===== src/rtl/dma_chan_seq.sv =====
module dma_chan_seq #(
  parameter int AW = 32,
  parameter int CW = 10
) (
  input  logic          clk,
  input  logic          rst_n,
  input  logic          start,
  input  logic [31:0]   cfg,
  input  logic [AW-1:0] src_start,
  input  logic [AW-1:0] dst_start,
  output logic          busy,
  output logic          done,
  output logic          err,
  output logic [CW-1:0] live_count,
  output logic [AW-1:0] src_addr,
  output logic [AW-1:0] dst_addr,
  output logic          req_valid,
  input  logic          req_ready,
  output logic          req_write,
  output logic [AW-1:0] req_addr,
  output logic [1:0]    req_size,
  output logic [31:0]   req_wdata,
  input  logic          rsp_valid,
  input  logic [31:0]   rsp_rdata
);
  localparam int CNT_LSB = 16;

  typedef enum logic [2:0] {S_IDLE, S_RD, S_RD_WAIT, S_WR, S_WR_WAIT} state_t;

  state_t         st;
  logic [1:0]     unit, s_code, d_code;
  logic [31:0]    hold;
  logic [AW-1:0]  s_step, d_step;

  wire [1:0]    f_unit  = cfg[9:8];
  wire [1:0]    f_sinc  = cfg[13:12];
  wire [1:0]    f_dinc  = cfg[15:14];
  wire [CW-1:0] f_count = cfg[CNT_LSB +: CW];

  function automatic logic [AW-1:0] stride(input logic [1:0] code, input logic [1:0] w);
    logic [AW-1:0] b;
    b = AW'(1) << w;
    return (code == 2'd0) ? '0 : (b << (code - 2'd1));
  endfunction

  function automatic logic [31:0] lane_mask(input logic [1:0] w);
    case (w)
      2'd0:    return 32'h0000_00ff;
      2'd1:    return 32'h0000_ffff;
      default: return 32'hffff_ffff;
    endcase
  endfunction

  assign s_step    = stride(s_code, unit);
  assign d_step    = stride(d_code, unit);
  assign busy      = (st != S_IDLE);
  assign req_valid = (st == S_RD) || (st == S_WR);
  assign req_write = (st == S_WR);
  assign req_addr  = req_write ? dst_addr : src_addr;
  assign req_size  = unit;
  assign req_wdata = hold;

  always_ff @(posedge clk) begin
    if (!rst_n) begin
      st         <= S_IDLE;
      unit       <= '0;
      s_code     <= '0;
      d_code     <= '0;
      live_count <= '0;
      src_addr   <= '0;
      dst_addr   <= '0;
      hold       <= '0;
      done       <= 1'b0;
      err        <= 1'b0;
    end else begin
      done <= 1'b0;
      err  <= 1'b0;
      case (st)
        S_IDLE:
          if (start) begin
            if (f_unit == 2'd3) begin
              err <= 1'b1;
            end else begin
              unit       <= f_unit;
              s_code     <= f_sinc;
              d_code     <= f_dinc;
              live_count <= f_count;
              src_addr   <= src_start;
              dst_addr   <= dst_start;
              st         <= S_RD;
            end
          end
        S_RD:      if (req_ready) st <= S_RD_WAIT;
        S_RD_WAIT:
          if (rsp_valid) begin
            hold <= rsp_rdata & lane_mask(unit);
            st   <= S_WR;
          end
        S_WR:      if (req_ready) st <= S_WR_WAIT;
        S_WR_WAIT:
          if (rsp_valid) begin
            src_addr <= src_addr + s_step;
            dst_addr <= dst_addr + d_step;
            if (live_count == '0) begin
              done <= 1'b1;
              st   <= S_IDLE;
            end else begin
              live_count <= live_count - 1'b1;
              st         <= S_RD;
            end
          end
        default: st <= S_IDLE;
      endcase
    end
  end
endmodule


===== config.mk =====
export PLATFORM = sky130hd
export DESIGN_NAME = dma_chan_seq
export DESIGN_NICKNAME = d
export VERILOG_FILES = /design/src/rtl/dma_chan_seq.sv
export SDC_FILE = /design/constraint.sdc
export NUM_CORES = 1
export LEC_CHECK = 0
export BUFFER_PORTS_ARGS = -buffer_cell sky130_fd_sc_hd__buf_4
export CORE_UTILIZATION = 45
export CTS_CLUSTER_DIAMETER = 120
export DETAILED_ROUTE_END_ITERATION = 10
export PLACE_DENSITY = 0.71
export SYNTH_ARGS = -nofsm -noshare
export SYNTH_HDL_FRONTEND = slang
export SYNTH_SLANG_ARGS = --single-unit

===== constraint.sdc =====
create_clock -name clk -period 4.11 [get_ports clk]
set_clock_uncertainty 0.1 [all_clocks]
set_input_delay 0 -clock clk [delete_from_list [all_inputs] [get_ports clk]]
set_output_delay 0 -clock clk [all_outputs]
set_load 0.005 [all_outputs]

==> results of run 1 <==
-- metrics by stage --
step	instances	worst slack, ps	power, uW
after floorplan	995	758.3	1703
after global placement	1415	632.9	2078
after detailed placement	1415	586.1	2087
after CTS	1580	189.9	3749
after global routing	1580	8.645	3903
final	1580	153.8	3769
-- final cells by class --
| cell class | instances | area (sq um) |
|---|---|---|
| clock buffer | 18 | 439.2 |
| tap | 216 | 270.3 |
| timing repair buffer | 415 | 3448 |
| multi-input combinational | 783 | 4827 |
| clock inverter | 14 | 177.7 |
| inverter | 17 | 63.81 |
| fill | 1294 | 4547 |
| sequential | 117 | 2342 |
-- power by group through the flow --
| stage | logic (uW) | clock network, uW | registers (uW) |
|---|---|---|---|
| 2_1_floorplan | 382 | 0 | 1320 |
| 3_3_place_gp | 709 | 0 | 1370 |
| 3_5_place_dp | 718 | 0 | 1370 |
| 4_1_cts | 832 | 1570 | 1350 |
| 5_1_grt | 917 | 1620 | 1360 |
| 6_report | 853 | 1570 | 1350 |
-- sequential cells by signal (all words and copies together) (netlist names), 2 cells and up --
signal	cells
src_addr	32
req_size	2
st	3
dst_addr	32
s_code	2
live_count	10
req_wdata	32
d_code	2
-- cells in the mapped netlist (9+ instances only) --
cell | number | share of area, %
o211ai_1 | 29 | 2.9
a21oi_1 | 79 | 5.2
nand4_1 | 10 | 0.83
nor4_1 | 9 | 0.75
nand3_1 | 58 | 3.9
ha_1 | 17 | 2.8
inv_1 | 17 | 0.85
dfxtp_1 | 117 | 31
a211oi_1 | 25 | 2.5
xnor2_1 | 9 | 1.0
nand2_1 | 178 | 8.9
o31a_1 | 9 | 1.0
and3_1 | 24 | 2.0
or3_1 | 20 | 1.7
a311oi_1 | 18 | 2.1
a21o_1 | 13 | 1.3
a31oi_1 | 17 | 1.4
o21ai_0 | 34 | 2.3
buf_2 | 9 | 0.60
buf_1 | 11 | 0.55
mux2_2 | 13 | 1.9
nor3_1 | 27 | 1.8
and4_1 | 10 | 1.2
clkbuf_1 | 53 | 2.6
nor2_1 | 52 | 2.6
-- worst paths after layout --
check | start | to | slack, ps | cells after the start
setup / recovery | req_size[0] | src_addr[10] | 150 | 10
hold / removal | dst_start[31] | dst_addr[31] | 50 | 4
setup reg to reg | req_size[0] | src_addr[10] | 150 | 10
hold reg to reg | req_wdata[15] | req_wdata[15] | 350 | 2
-- tightest hold or removal path, stage by stage --
cell     delay [ps]
buf_4            80
or3_1            90
o21ai_0          70
nor4_1          270
-- per-layer routing --
| layer | wire length (um) | share of wire (%) | vias up |
|---|---|---|---|
| met5 | 0 | 0 | - |
| met4 | 1174 | 3.9 | 0 |
| met3 | 2540 | 8.4 | 93 |
| met2 | 14180 | 47 | 508 |
| met1 | 12500 | 41 | 4449 |
| li1 | - | - | 4435 |
-- what timing repair did --
action                                  4_1_cts  5_1_grt
endpoints found under the setup margin        0        1
hold buffers                                133        0
gates resized for setup                       0        1
endpoints found under the hold margin       115        0
-- kinds of logic (layout without fill, tap and decap cells) --
group	count (synthesis)	in the layout	share of synthesized area, %
adders and majority gates	19	19	3.352
muxes	17	17	2.473
AOI/OAI and AO/OA	295	295	27.61
buffers and inverters	95	464	5.128
DFF	117	117	31.07
xor gates and xnor gates	13	13	1.510
and+or+nand+nor	439	439	28.86
==> reports/qor_table.md, run 1 <==
| Stage | Metric | Value |
|:---|:---|:---|
| clocking | Clock slew seen by the registers of the worst setup and hold paths | 60 ps |
| clocking | Sinks on Clock Net | 117 |
| pwr | Leakage power of the design | 0.004855 uW |
| global route | Via count of the first global-routing pass | 9,254 |
| critical path | Worst path top cell family by delay | simple AND/OR/NAND/NOR gates |
| logic synthesis | Mean instance size in the synthesized netlist | 7.578 sq um |
| pwr | Share of total power in sequential cells | 35.8% |
| clocking | H-tree depth reported by CTS | 4 |
| critical path | Slowest cell on crit path | or4b_4 |
| floorplanning | Effective utilization at floorplan | 46.79% |
| detailed routing | Remaining design rule violation count | 0 |
| sta | Final sum of negative setup slack | 0 ps |
| critical path | Critical path data arrival time | 4170 ps |
| floorplanning | I/O pin cnt | 278 |
| final layout | Number of nets in the layout | 1,503 |
| logic synthesis | Yosys reg bits | 117 |
| global route | Remaining global-route overflow | 0 |
| critical path | Req. time, crit path | 4320 ps |
| pwr | Maximum ir drop on the vdd rail | 0.3269 mV |
| detailed routing | Count of routing violations after the opening detailed-route iteration | 650 |
| sta | Final-report max-slew violation count | 0 |
| place | Dpl hpwl | 20,020 um |
| logic synthesis | Net count after synthesis | 1,147 |
| critical path | Worst path max stage delay | 600 ps |
| sta | Portion of the clock cycle consumed by the worst path in the final layout | 96.26% |
| final layout | Final core occ | 71.79% |
| critical path | Sum of buffers and inverters on the critical path | 1 |
| logic synthesis | Library cells used by synthesis | 79 |
| pwr | NetSw | 1131 uW |
| clocking | Clock tree from TritonCTS | built |
| clocking | Maximum number of buffers from clock root to sink | 2 |
| detailed routing | Ratio of routed vias to standard cells | 6.003 |
| detailed routing | Pre-Repair DR Iteration Count | 8 |
| logic synthesis | Sequential cell area fraction in the yosys report | 31.07% |
| global route | Layer carrying the most global-route usage | met2 |
| detailed routing | Wire length after detailed routing | 30,400 um |
| run | Max-Cap Viols | 0 |
| logic synthesis | Ys flop type | dfxtp_1 |
| logic synthesis | Post-synthesis cell count | 995 |
| global route | Met3 capacity usage during global routing | 7.562% |
| clocking | Clock latency on the worst-skew pair | 430 ps |
| pwr | Combinational fraction of design power | 22.6% |
| floorplanning | Die Span Y | 131.4 um |
| final layout | Commonest non-fill, non-tap cell in the layout | buf_4 |
| clocking | Num CTS Buffers | 17 |
| critical path | Max FO, Critical Path | 13 |
| pwr | Cell internal power dissipation | 2638 uW |
| critical path | Type of element capturing the critical path | flop |
| sta | Post-route minimum period | 3956 ps |
| logic synthesis | Fraction of registers with async set/reset | 0% |
| logic synthesis | Warnings from Yosys | 0 |
| logic synthesis | Number of enable-type register cells in the synthesized netlist | 0 |
| sta | Unrepaired setup endpoints after global routing | no |
| global route | GRT Resource Usage Total | 34.64% |
| global route | Number of antenna violations at the first check in global routing | 0 |
| floorplanning | Std-Cell Rows | 46 |
| detailed routing | Routed Antenna Nets | 0 |
| place | Input/output buffers | 261 |
| sta | Worst hold margin | 45.94 ps |
| sta | Normalized max-slew margin | 32.85% |
| clocking | Post-CTS Setup Inserts | 0 |
| floorplanning | Die extent in x | 131.4 um |
| pwr | Fraction of power spent switching nets | 30.01% |
| floorplanning | Die area | 0.01728 sq mm |
| global route | Maximum number of pins on one net before global-route repair | 44 |
| logic synthesis | Area of the mapped netlist | 0.007540 sq mm |
| sta | Slew at the pin closest to its max-slew limit | 1006 ps |
| clocking | CTS root buf | clkbuf_16 |
| sta | Final setup violation count | 0 |
| status | Outcome | finished, final reports clean |
| critical path | CP Class | reg2reg |
| global route | Met1 Track Usage GR | 42.25% |
| place | Gp weighted congestion | 0.8834 |
| critical path | Crit start category | flop |
| final layout | Commonest cells after routing, fill and taps aside | buf_4, nand2_1, dlygate4sd3_1 |
| final layout | Layout cells sized above 1 | 25.66% |
| sta | Number of failing hold endpoints at the final stage | 0 |
| sta | Top achievable clock speed | 252.8 MHz |
| critical path | Cell chain of the critical path | or2_2 > nor4b_1 > ha_1 > fa_1 > a211oi_1 > or4b_4 > and2_4 > and3_1 > o31a_1 > dlygate4sd3_1 |
| min path | Hold Crit Class | in2reg |
| place | Placed Instance Area | 0.009613 sq mm |
| final layout | Synthesis-to-layout area growth | 53.44% |
| final layout | Finished layout cell area | 0.01157 sq mm |
| pwr | Clk pwr share | 41.5% |
| pwr | Pwr per Cell Area | 325.8 mW/mm^2 |
| final layout | Number of diodes added for antenna fixing | 0 |
| global route | Met2 global-route usage | 56.50% |
| global route | Global-route wire length before repair | 48,030 um |
| floorplanning | CORE AREA | 0.01612 sq mm |
| detailed routing | Routed length per instance | 19.24 um |
| detailed routing | Vias | 9,485 |
No activity file was read; power rests on OpenSTA's default activity.
==> inputs of run 2 (changes only) <==
--- a/config.mk
+++ b/config.mk
@@ -10,6 +10,7 @@
 export CTS_CLUSTER_DIAMETER = 120
 export DETAILED_ROUTE_END_ITERATION = 10
 export PLACE_DENSITY = 0.71
+export REMOVE_ABC_BUFFERS = 1
 export SYNTH_ARGS = -nofsm -noshare
 export SYNTH_HDL_FRONTEND = slang
 export SYNTH_SLANG_ARGS = --single-unit
==> reports/qor_table.md, run 2 (synthesis gave the netlist of run 1 again) <==
| Stage | Metric | Value | Change |
|:---|:---|:---|:---|
| clocking | Sinks on Clock Net | 117 | unchanged |
| critical path | Slowest cell on crit path | or4b_4 |  |
| floorplanning | I/O pin cnt | 278 | unchanged |
| pwr | Pwr per Cell Area | 325.7 mW/mm^2 | about the same |
| detailed routing | Vias | 9,312 | -1.8% |
| floorplanning | Std-Cell Rows | 46 | unchanged |
| sta | Final setup violation count | 0 | unchanged |
| clocking | H-tree depth reported by CTS | 4 | unchanged |
| place | Input/output buffers | 261 | unchanged |
| sta | Unrepaired setup endpoints after global routing | no |  |
| sta | Post-route minimum period | 3535 ps | -421.6 ps |
| clocking | Num CTS Buffers | 17 | unchanged |
| clocking | Post-CTS Setup Inserts | 0 | unchanged |
| final layout | Layout cells sized above 1 | 25.89% | +0.23 points |
| critical path | Max FO, Critical Path | 13 | unchanged |
| clocking | Clock slew seen by the registers of the worst setup and hold paths | 60 ps | about the same |
| critical path | Critical path data arrival time | 3770 ps | -400 ps |
| sta | Top achievable clock speed | 282.9 MHz | +12% |
| detailed routing | Pre-Repair DR Iteration Count | 5 | -3 |
| place | Setup slack after placement | 633.7 ps | +47.61 ps |
| detailed routing | Routed Antenna Nets | 0 | unchanged |
| status | Outcome | finished, final reports clean |  |
| critical path | Crit start category | flop |  |
| place | Number of placed cells counting well taps | 1,413 | -0.14% |
| sta | Final sum of negative setup slack | 0 ps | unchanged |
| clocking | Maximum number of buffers from clock root to sink | 2 | unchanged |
| detailed routing | Ratio of routed vias to standard cells | 5.969 | -0.57% |
| clocking | Clock tree from TritonCTS | built |  |
| global route | Number of antenna violations at the first check in global routing | 0 | unchanged |
| run | Max-Cap Viols | 0 | unchanged |
| detailed routing | Remaining design rule violation count | 0 | unchanged |
| detailed routing | Routed length per instance | 18.58 um | -3.4% |
| pwr | Leakage power of the design | 0.004757 uW | -2.0% |
| detailed routing | Wire length after detailed routing | 28,980 um | -4.6% |
| floorplanning | Die area | 0.01728 sq mm | unchanged |
| final layout | Filler cells | 1,328 | +2.6% |
| critical path | Type of element capturing the critical path | flop |  |
| final layout | Commonest cells after routing, fill and taps aside | buf_4, nand2_1, dfxtp_1 |  |
| final layout | Number of diodes added for antenna fixing | 0 | unchanged |
| critical path | Cell chain of the critical path | inv_1 > ha_1 > nor4b_1 > fa_1 > a211oi_1 > or4b_4 > and2_4 > or4_1 > a31oi_1 |  |
| global route | Remaining global-route overflow | 0 | unchanged |
| critical path | Worst path max stage delay | 600 ps | about the same |
| floorplanning | CORE AREA | 0.01612 sq mm | unchanged |
| sta | Portion of the clock cycle consumed by the worst path in the final layout | 86.00% | -10 points |
| clocking | CTS root buf | clkbuf_16 |  |
| clocking | Clock latency on the worst-skew pair | 420 ps | about the same |
| sta | Number of failing hold endpoints at the final stage | 0 | unchanged |
| critical path | Req. time, crit path | 4350 ps | +30 ps |
| critical path | CP Class | reg2reg |  |
| final layout | Number of nets in the layout | 1,483 | -1.3% |
| min path | Hold Crit Class | in2reg |  |
| global route | Via count of the first global-routing pass | 8,827 | -4.6% |
| pwr | Overall power after layout | 3701 uW | -1.8% |
| pwr | Maximum ir drop on the vdd rail | 0.2963 mV | -9.4% |
| sta | Final-report max-slew violation count | 0 | unchanged |
| sta | Worst hold margin | 31.88 ps | -14.06 ps |
| global route | GRT Resource Usage Total | 32.95% | -1.7 points |
| floorplanning | Effective utilization at floorplan | 46.79% | unchanged |
| place | Dpl hpwl | 18,600 um | -7.1% |
| floorplanning | Die extent in x | 131.4 um | unchanged |
| final layout | Non-Filler Instances | 1,560 | -1.3% |
| sta | Normalized max-slew margin | 31.02% | -1.8 points |
| final layout | Synthesis-to-layout area growth | 50.70% |  |
| sta | Slew at the pin closest to its max-slew limit | 1034 ps | +27.48 ps |
| clocking | Number of gates given a new drive strength after cts | 0 | unchanged |
| final layout | Commonest non-fill, non-tap cell in the layout | buf_4 |  |
| floorplanning | Die Span Y | 131.4 um | unchanged |
| place | Gp weighted congestion | 0.8827 | about the same |
| global route | Global-route wire length before repair | 45,860 um | -4.5% |
| detailed routing | Count of routing violations after the opening detailed-route iteration | 645 | -0.77% |
| sta | Worst path setup slack after routing | 575.4 ps | +421.6 ps |
| global route | Maximum number of pins on one net before global-route repair | 59 | +34% |
## run 2: power by group
| group | switching, uW | leakage (uW) | internal [uW] |
|---|---|---|---|
| clock network | 552 | 0.000292 | 983 |
| registers | 137 | 0.000956 | 1210 |
| logic | 384 | 0.00351 | 433 |
| total | 1070 | 0.00476 | 2630 |
## run 2: path summary, 6_finish.rpt
check	startpoint	end	slack, ps	cells past startpoint
setup / recovery	s_code[0]	src_addr[20]	580	9
hold / removal	dst_start[31]	dst_addr[31]	30	4
hold reg to reg	req_wdata[25]	req_wdata[25]	350	2
setup reg to reg	s_code[0]	src_addr[20]	580	9
## run 2: per-layer routing
metal	up-vias	global-route usage, %	part of all wire [%]
met5	-	0	0
met4	0	12.27	2.4
met3	53	5.131	8.4
met2	475	54.94	47
met1	4386	42.69	42
li1	4398	-	-
## run 2: layout make-up
type	instances	area [sq um]	share of cell area [%]
Tap cell	216	270.3	2.379
Clock inverter	12	153.9	1.354
Sequential cell	117	2342	20.61
Timing Repair Buffer	395	3253	28.63
Clock buffer	20	456.7	4.019
Multi-Input combinational cell	783	4822	42.44
Inverter	17	63.81	0.5616
## run 2: critical path, delay by kind of cell, from the launching register on
kind | cells | cell delay (ps)
simple gates | 4 | 1800
fa+ha+maj | 2 | 720
flops | 1 | 430
compound gates | 2 | 290
buf+inv | 1 | 120
## run 2: what timing repair did
item                                    4_1_cts  5_1_grt
endpoints found under the setup margin        0        0
hold buffers                                115        0
hold endpoints to repair                    115        0
## run 2: stage by stage
step	util [%]	cell area (sq um)
after floorplan	-	7217
after global placement	59.57	9600
after detailed placement	59.57	9600
after CTS	70.50	11360
after global routing	70.50	11360
final	70.50	11360
